File: src/rtl/vcr_pkg.sv
package vcr_pkg;
   // Stored control word layout
   localparam int CSR_W      = 25;
   localparam int RM_LSB     = 0;
   localparam int FLAG_LSB   = 2;
   localparam int EN_LSB     = 7;
   localparam int CAUSE_LSB  = 12;
   localparam int N_EN       = 5;
   localparam int N_CAUSE    = N_EN + 1;  // top cause is unimplemented op
   localparam int FLUSH_BIT  = 24;
   localparam int CAUSE_MSB  = CAUSE_LSB + N_CAUSE - 1;

   localparam logic [CSR_W-1:0] CSR_MASK =
      (CSR_W'(1) << FLUSH_BIT) | ((CSR_W'(1) << (CAUSE_MSB + 1)) - CSR_W'(1));

   // Rounding encoding seen by the arithmetic units
   typedef enum logic [1:0] {
      ARM_NEAR_EVEN = 2'b00,
      ARM_TO_MINUS  = 2'b01,
      ARM_TO_PLUS   = 2'b10,
      ARM_TO_ZERO   = 2'b11
   } arith_rm_e;
endpackage

File: src/rtl/vcr_csr_store.sv
module vcr_csr_store
   import vcr_pkg::*;
(
   input  logic             clk,
   input  logic             rst_n,
   input  logic             commit,
   input  logic [CSR_W-1:0] wr_val,
   output logic [CSR_W-1:0] csr_q
);
   always_ff @(posedge clk or negedge rst_n) begin
      if (!rst_n)      csr_q <= '0;
      else if (commit) csr_q <= wr_val & CSR_MASK;
   end
endmodule

File: src/rtl/vcr_round_xlate.sv
module vcr_round_xlate
   import vcr_pkg::*;
(
   input  logic [1:0] rm_field,
   output arith_rm_e  rm_out
);
   always_comb begin
      unique case (rm_field)
         2'd0:    rm_out = ARM_NEAR_EVEN;
         2'd1:    rm_out = ARM_TO_ZERO;
         2'd2:    rm_out = ARM_TO_PLUS;
         default: rm_out = ARM_TO_MINUS;
      endcase
   end
endmodule

File: src/rtl/vcr_trap_detect.sv
module vcr_trap_detect
   import vcr_pkg::*;
(
   input  logic             clk,
   input  logic             rst_n,
   input  logic             commit,
   input  logic [CSR_W-1:0] wr_val,
   output logic             trap_q
);
   logic [N_CAUSE-1:0] cause;
   logic [N_CAUSE-1:0] armed;
   logic               hit;

   assign cause = wr_val[CAUSE_LSB +: N_CAUSE];
   assign armed = {1'b1, wr_val[EN_LSB +: N_EN]};
   assign hit   = |(cause & armed);

   always_ff @(posedge clk or negedge rst_n) begin
      if (!rst_n) trap_q <= 1'b0;
      else        trap_q <= commit & hit;
   end
endmodule

File: src/rtl/vcr_read_mux.sv
module vcr_read_mux
   import vcr_pkg::*;
#(
   parameter int               GPR_W      = 32,
   parameter int               IDX_W      = 5,
   parameter logic [GPR_W-1:0] IMPL_VALUE = '0
) (
   input  logic [IDX_W-1:0] rd_idx,
   input  logic [CSR_W-1:0] csr_q,
   output logic [GPR_W-1:0] rd_data
);
   logic [GPR_W-1:0] csr_wide;

   generate
      if (GPR_W > CSR_W) begin : g_pad
         assign csr_wide = {{(GPR_W-CSR_W){1'b0}}, csr_q};
      end else begin : g_exact
         assign csr_wide = csr_q;
      end
   endgenerate

   always_comb begin
      if (rd_idx == IDX_W'(0))      rd_data = IMPL_VALUE;
      else if (rd_idx == IDX_W'(1)) rd_data = csr_wide;
      else                          rd_data = '0;
   end
endmodule

File: src/rtl/vcr_ctl_access.sv
module vcr_ctl_access
   import vcr_pkg::*;
#(
   parameter int               GPR_W      = 32,
   parameter int               IDX_W      = 5,
   parameter logic [GPR_W-1:0] IMPL_VALUE = GPR_W'(32'h0000_1207)
) (
   input  logic             clk,
   input  logic             rst_n,
   input  logic             wr_en,
   input  logic [IDX_W-1:0] wr_idx,
   input  logic [GPR_W-1:0] wr_data,
   input  logic [IDX_W-1:0] rd_idx,
   output logic [GPR_W-1:0] rd_data,
   output logic [1:0]       round_mode,
   output logic             flush_out,
   output logic             flush_in,
   output logic             trap
);
   generate
      if (GPR_W < CSR_W) begin : g_bad_width
         $error("GPR_W must hold the full control word");
      end
      if (IDX_W < 1) begin : g_bad_idx
         $error("IDX_W must be at least 1");
      end
   endgenerate

   logic             commit;
   logic [CSR_W-1:0] wr_val;
   logic [CSR_W-1:0] csr_q;
   arith_rm_e        rm_enc;
   logic             unused_hi;

   assign commit    = wr_en && (wr_idx == IDX_W'(1));
   assign wr_val    = wr_data[CSR_W-1:0];
   assign unused_hi = ^{1'b0, wr_data};

   vcr_csr_store u_store (
      .clk    (clk),
      .rst_n  (rst_n),
      .commit (commit),
      .wr_val (wr_val),
      .csr_q  (csr_q)
   );

   vcr_trap_detect u_trap (
      .clk    (clk),
      .rst_n  (rst_n),
      .commit (commit),
      .wr_val (wr_val),
      .trap_q (trap)
   );

   vcr_round_xlate u_rm (
      .rm_field (csr_q[RM_LSB +: 2]),
      .rm_out   (rm_enc)
   );

   vcr_read_mux #(
      .GPR_W      (GPR_W),
      .IDX_W      (IDX_W),
      .IMPL_VALUE (IMPL_VALUE)
   ) u_rd (
      .rd_idx  (rd_idx),
      .csr_q   (csr_q),
      .rd_data (rd_data)
   );

   assign round_mode = rm_enc;
   assign flush_out  = csr_q[FLUSH_BIT];
   assign flush_in   = csr_q[FLUSH_BIT];
endmodule

File: config.mk
export PLATFORM = sky130hd
export DESIGN_NAME = vcr_ctl_access
export DESIGN_NICKNAME = d
export VERILOG_FILES = /design/src/rtl/vcr_pkg.sv /design/src/rtl/vcr_csr_store.sv /design/src/rtl/vcr_round_xlate.sv /design/src/rtl/vcr_trap_detect.sv /design/src/rtl/vcr_read_mux.sv /design/src/rtl/vcr_ctl_access.sv
export SDC_FILE = /design/constraint.sdc
export NUM_CORES = 1
export LEC_CHECK = 0
export BUFFER_PORTS_ARGS = -buffer_cell sky130_fd_sc_hd__buf_4
export CAP_MARGIN = 20
export CELL_PAD_IN_SITES_DETAIL_PLACEMENT = 2
export CELL_PAD_IN_SITES_GLOBAL_PLACEMENT = 2
export CORE_UTILIZATION = 25
export CTS_CLUSTER_DIAMETER = 60
export CTS_CLUSTER_SIZE = 28
export DETAILED_ROUTE_END_ITERATION = 10
export GPL_ROUTABILITY_DRIVEN = 1
export GPL_TIMING_DRIVEN = 0
export HOLD_SLACK_MARGIN = 0.08
export PLACE_DENSITY = 0.89
export SETUP_SLACK_MARGIN = 0.05
export SKIP_LAST_GASP = 1
export SYNTH_ARGS = -nofsm -noshare
export SYNTH_HDL_FRONTEND = slang
export SYNTH_SLANG_ARGS = --single-unit
File: constraint.sdc
create_clock -name clk -period 3.2 [get_ports clk]
set_input_delay 0.96 -clock clk [delete_from_list [all_inputs] [get_ports clk]]
set_output_delay 0.96 -clock clk [all_outputs]
set_load 0.02 [all_outputs]
== Word level (Yosys, flattened, before mapping) ==
Index checks and enable logic that the tools add are counted.
Word-level totals
  register bits after elaboration: 20
Operators by class
  bitwise gates (word level): 2
  muxes and demuxes: 3
  eq/ne operators: 4
  reductions and logical operators: 4
Operators by type and width (number)
  $mux W32: 1
  $mux W25: 1
  $eq A5 B1 Y1 const B: 2
  $and A6 B6 Y6: 1
  $pmux W2 S3: 1
  $reduce_or A6 Y1: 1
  $logic_not A5 Y1: 1
  $eq A2 B1 Y1 const B: 1
  $eq A2 B2 Y1 const B: 1
  $logic_not A2 Y1: 1
  $and A1 B1 Y1: 1
  $logic_and A1 B1 Y1: 1

== Longest topological paths before layout ==
  depth in word-level cells: 3
  depth in mapped cells: 4

== Cells and area by module ==
From an unflattened synthesis, not the netlist that was laid out.
Second synthesis, totals
  cells, all modules: 106
  area, all modules: 1194.9 sq um
By module, submodules not included
  vcr_csr_store: cells an instance 47, times used 1, area each 807.0 sq um
  vcr_read_mux: cells an instance 45, times used 1, area each 265.3 sq um
  vcr_trap_detect: cells an instance 6, times used 1, area each 55.1 sq um
  vcr_round_xlate: cells an instance 5, times used 1, area each 38.8 sq um
  vcr_ctl_access: cells an instance 3, times used 1, area each 28.8 sq um

== Worst setup path after synthesis ==
No wires, ideal clock.
  path kind: input port to output port
  start point: input rd_idx[4]
  end point: output rd_data[1]
  required time: 2.240 ns
  cell stages on the path: 2
  arrival time: 1.878 ns
  path slack: 0.362 ns
  cells stage by stage: or4_1 a21oi_1
On the way
  word-level cells in the longest chain between the ends: 3
  elaborated cells on any way between the ends: 4
  those cells by class: eq/ne (1); mux (2); reduce/logical (1)
RTL lines
  start: declaration: RTL line vcr_ctl_access.sv:13  | input logic [IDX_W-1:0] rd_idx,
  $eq A5 B1 Y1: RTL line vcr_read_mux.sv:24  | else if (rd_idx == IDX_W'(1)) rd_data = csr_wide;
  $mux W25: RTL line vcr_read_mux.sv:24
  $mux W32 (*): RTL line vcr_read_mux.sv:23  | if (rd_idx == IDX_W'(0)) rd_data = IMPL_VALUE;
  end: declaration: RTL line vcr_ctl_access.sv:14  | output logic [GPR_W-1:0] rd_data,
Mark *: on every way between the ends. The rest lies on a longest branch, timed or not.

== Worst setup path after layout ==
  start point: input rd_idx[4]
  end point: output rd_data[16]
Same word-level chain as after synthesis.

==> metrics.cfg <==
[route]
avgViaCountPerCell=4.367
drt_iter0_drc=35
vias=939
antenna_left=0
drtPass1Iterations=7
routedWlPerCell_um=15.63
drcViolationCount=12
totalWireLength_um=3361

[timing]
fmax_mhz=325.9
min_period_over_period_pct=95.90
slew_violations=0
skew_ns=0
setup_viol=0
fin_tns_setup_ns=0
fin_ws_ns=0.1311
finalCriticalPeriod_ns=3.069
rsz0062_at_grt=false
hold_viol_final=0

[critical_path]
cp_num_buf_inv=3
cp_max_fo=10
cp-end-kind=output pin
crit_type=input port to output pin
slowest_stage=nor4_4
r2r_slack_ns=2.39
critical-path-max-stage-delay_ns=0.41
critPathLaunchType=input port
critPathTopFamily=simple AND/OR/NAND/NOR gates
cp.required_ns=2.24
worst_path_most_repeated_cell=buf_4
crit_chain=buf_4 -> nor4_4 -> clkbuf_4 -> and3_1 -> buf_4
arrival_ns=2.11

[placed_design]
dp_slack_ns=-0.04673
dp_hpwl_um=2737
gp_congestion=0.7610
io_buffers=55

[synth]
netlist_top_cells_count=dfrtp_1 (20), mux2_4 (19), and3_1 (14), buf_4 (14), a21o_1 (4)
yosys.area.top_type_share_pct=42.55
synthArstFlopShare_pct=100.0
yosys.area.top_type=dfrtp_1
synth_area_leaders=dfrtp_1 (43%), mux2_4 (24%), buf_4 (8.9%)
ys_types=20
syn_avg_cell_area_um2=12.78
synth_edf_count=0
synth_warnings=0
ys_seq_area_share_pct=42.55
syn-cell-area_mm2=0.001176
yosys_most_used_dff=dfrtp_1
ys_ff_latch=20
yosysMostFrequentCell=dfrtp_1
syn_inst=92

[die]
core-area_mm2=0.004444
row_count=24
initial_core_util_pct=26.46
die_h_um=70.59
die_w_um=70.59
pin_count=82
fp.dieArea_mm2=0.004983

[layout]
nets=211
antenna_cells=0
nFillCells=481
syn_to_final_growth_pct=50.85
final_util_pct=39.92
drive_above_1_share_pct=60.74

[clocking]
clk_pin_slew_ns=0.07
clock-sinks=20
tritoncts=yes
cts_hold_buf=0
numCtsBuffers=3
insertion_delay_ns=0.25
clk_path_buf_depth=2
cts_setup_buffers=0
htreeDepth=1
cts-root-buf=clkbuf_8

[pwr]
p_sw_mw=0.1996
clkPwrFrac_pct=31.3
p_leak_nw=1.070
power.ir.vdd_worst_mv=0.2287
internal_power_mw=0.5953
switching_share_pct=25.11
power_density_mw_per_mm2=448.0
p_comb_share_pct=27.2
seqPwrFrac_pct=41.6

[status]
status=complete, but fails checks
violations=DRC

[global_routing]
grt.overflow.total=0
grt_max_degree=21
grt_usage_pct=14.00
antenna_found_initial=0
grt_pass1_wl_um=5402
grt_pass1_vias=1071

[min_path]
hold_path_class=register to register

[flow_run]
maxCapViolCount=0

-- layout make-up --
class                           count  area (um^2)  area share (%)
Sequential cell                    20        500.5           28.21
Timing Repair Buffer               55        412.9           23.27
Multi-Input combinational cell     64        578.1           32.58
Tap cell                           52        65.06           3.667
Buffer                             18        138.9           7.828
Clock inverter                      1        30.03           1.693
Inverter                            2        7.507          0.4231
Clock buffer                        3        41.29           2.327
-- path summary, 6_finish.rpt --
check,start,to,depth (start not counted)
min reg2reg,u_store.csr_q[6],u_store.csr_q[6],1
min in group asynchronous,rst_n,u_store.csr_q[15],1
max in group asynchronous,rst_n,u_store.csr_q[5],1
min,u_store.csr_q[6],u_store.csr_q[6],1
max reg2reg,u_store.csr_q[0],u_store.csr_q[0],1
max,rd_idx[4],rd_data[16],5
-- cell usage in the layout, fill, tap and decap left out --
cell type and count:
buf_4 69, dfrtp_1 20, mux2_4 19, and3_1 14, conb_1 13, a21o_1 4
clkbuf_8 3, inv_1 2, a21oi_1 2, a22oi_1 2, buf_6 2, ha_1 2
nor4_4 1, clkbuf_4 1, clkbuf_1 1, and2_1 1, or4_1 1, nor2_2 1
nor4b_2 1, nand3b_1 1, a31oi_1 1, or2_2 1, bufinv_16 1
-- power by group through the flow --
stage | clock network (mW) | registers, mW | logic (mW)
final | 0.249 | 0.330 | 0.216
after global routing | 0.270 | 0.337 | 0.232
after detailed placement | 0 | 0.335 | 0.218
after floorplan | 0 | 0.326 | 0.135
after global placement | 0 | 0.329 | 0.210
after CTS | 0.257 | 0.331 | 0.219
-- sequential cells by signal, summed over array words and instances (netlist names) --
| signal | cells |
|---|---|
| u_trap.trap_q | 1 |
| u_store.csr_q | 19 |
-- layer usage --
layer / up-vias / wire [um] / track usage [%]
li1: 438 / - / -
met1: 459 / 1339 / 15.77
met2: 42 / 1796 / 27.62
met3: 0 / 226 / 3.704
met4: 0 / 0 / 0.6667
met5: - / 0 / 0
-- cells by family after synthesis --
logic type | count (synthesis) | share of synthesized area, %
other cells | 1 | 0.3188
flops | 20 | 42.55
mux | 19 | 24.26
compound gates | 9 | 5.213
fa+ha+maj | 2 | 2.127
simple gates | 21 | 13.41
buf+inv | 20 | 12.13
-- metrics by stage --
step | hold slack [ns] | area (um^2) | power, mW | cells
finish | 0.5117 | 1774 | 0.7949 | 215
detailed placement | 0.4943 | 1699 | 0.5531 | 211
global route | 0.5232 | 1774 | 0.8390 | 215
global placement | 0.4842 | 1699 | 0.5389 | 211
floorplan | 0.4730 | 1221 | 0.4615 | 104
CTS | 0.5150 | 1772 | 0.8063 | 215
-- timing repair --
action,4_1_cts,5_1_grt
gates cloned,0,0
endpoints found under the setup margin,10,5
resized for setup,1,2
(Power assumes the default switching activity.)
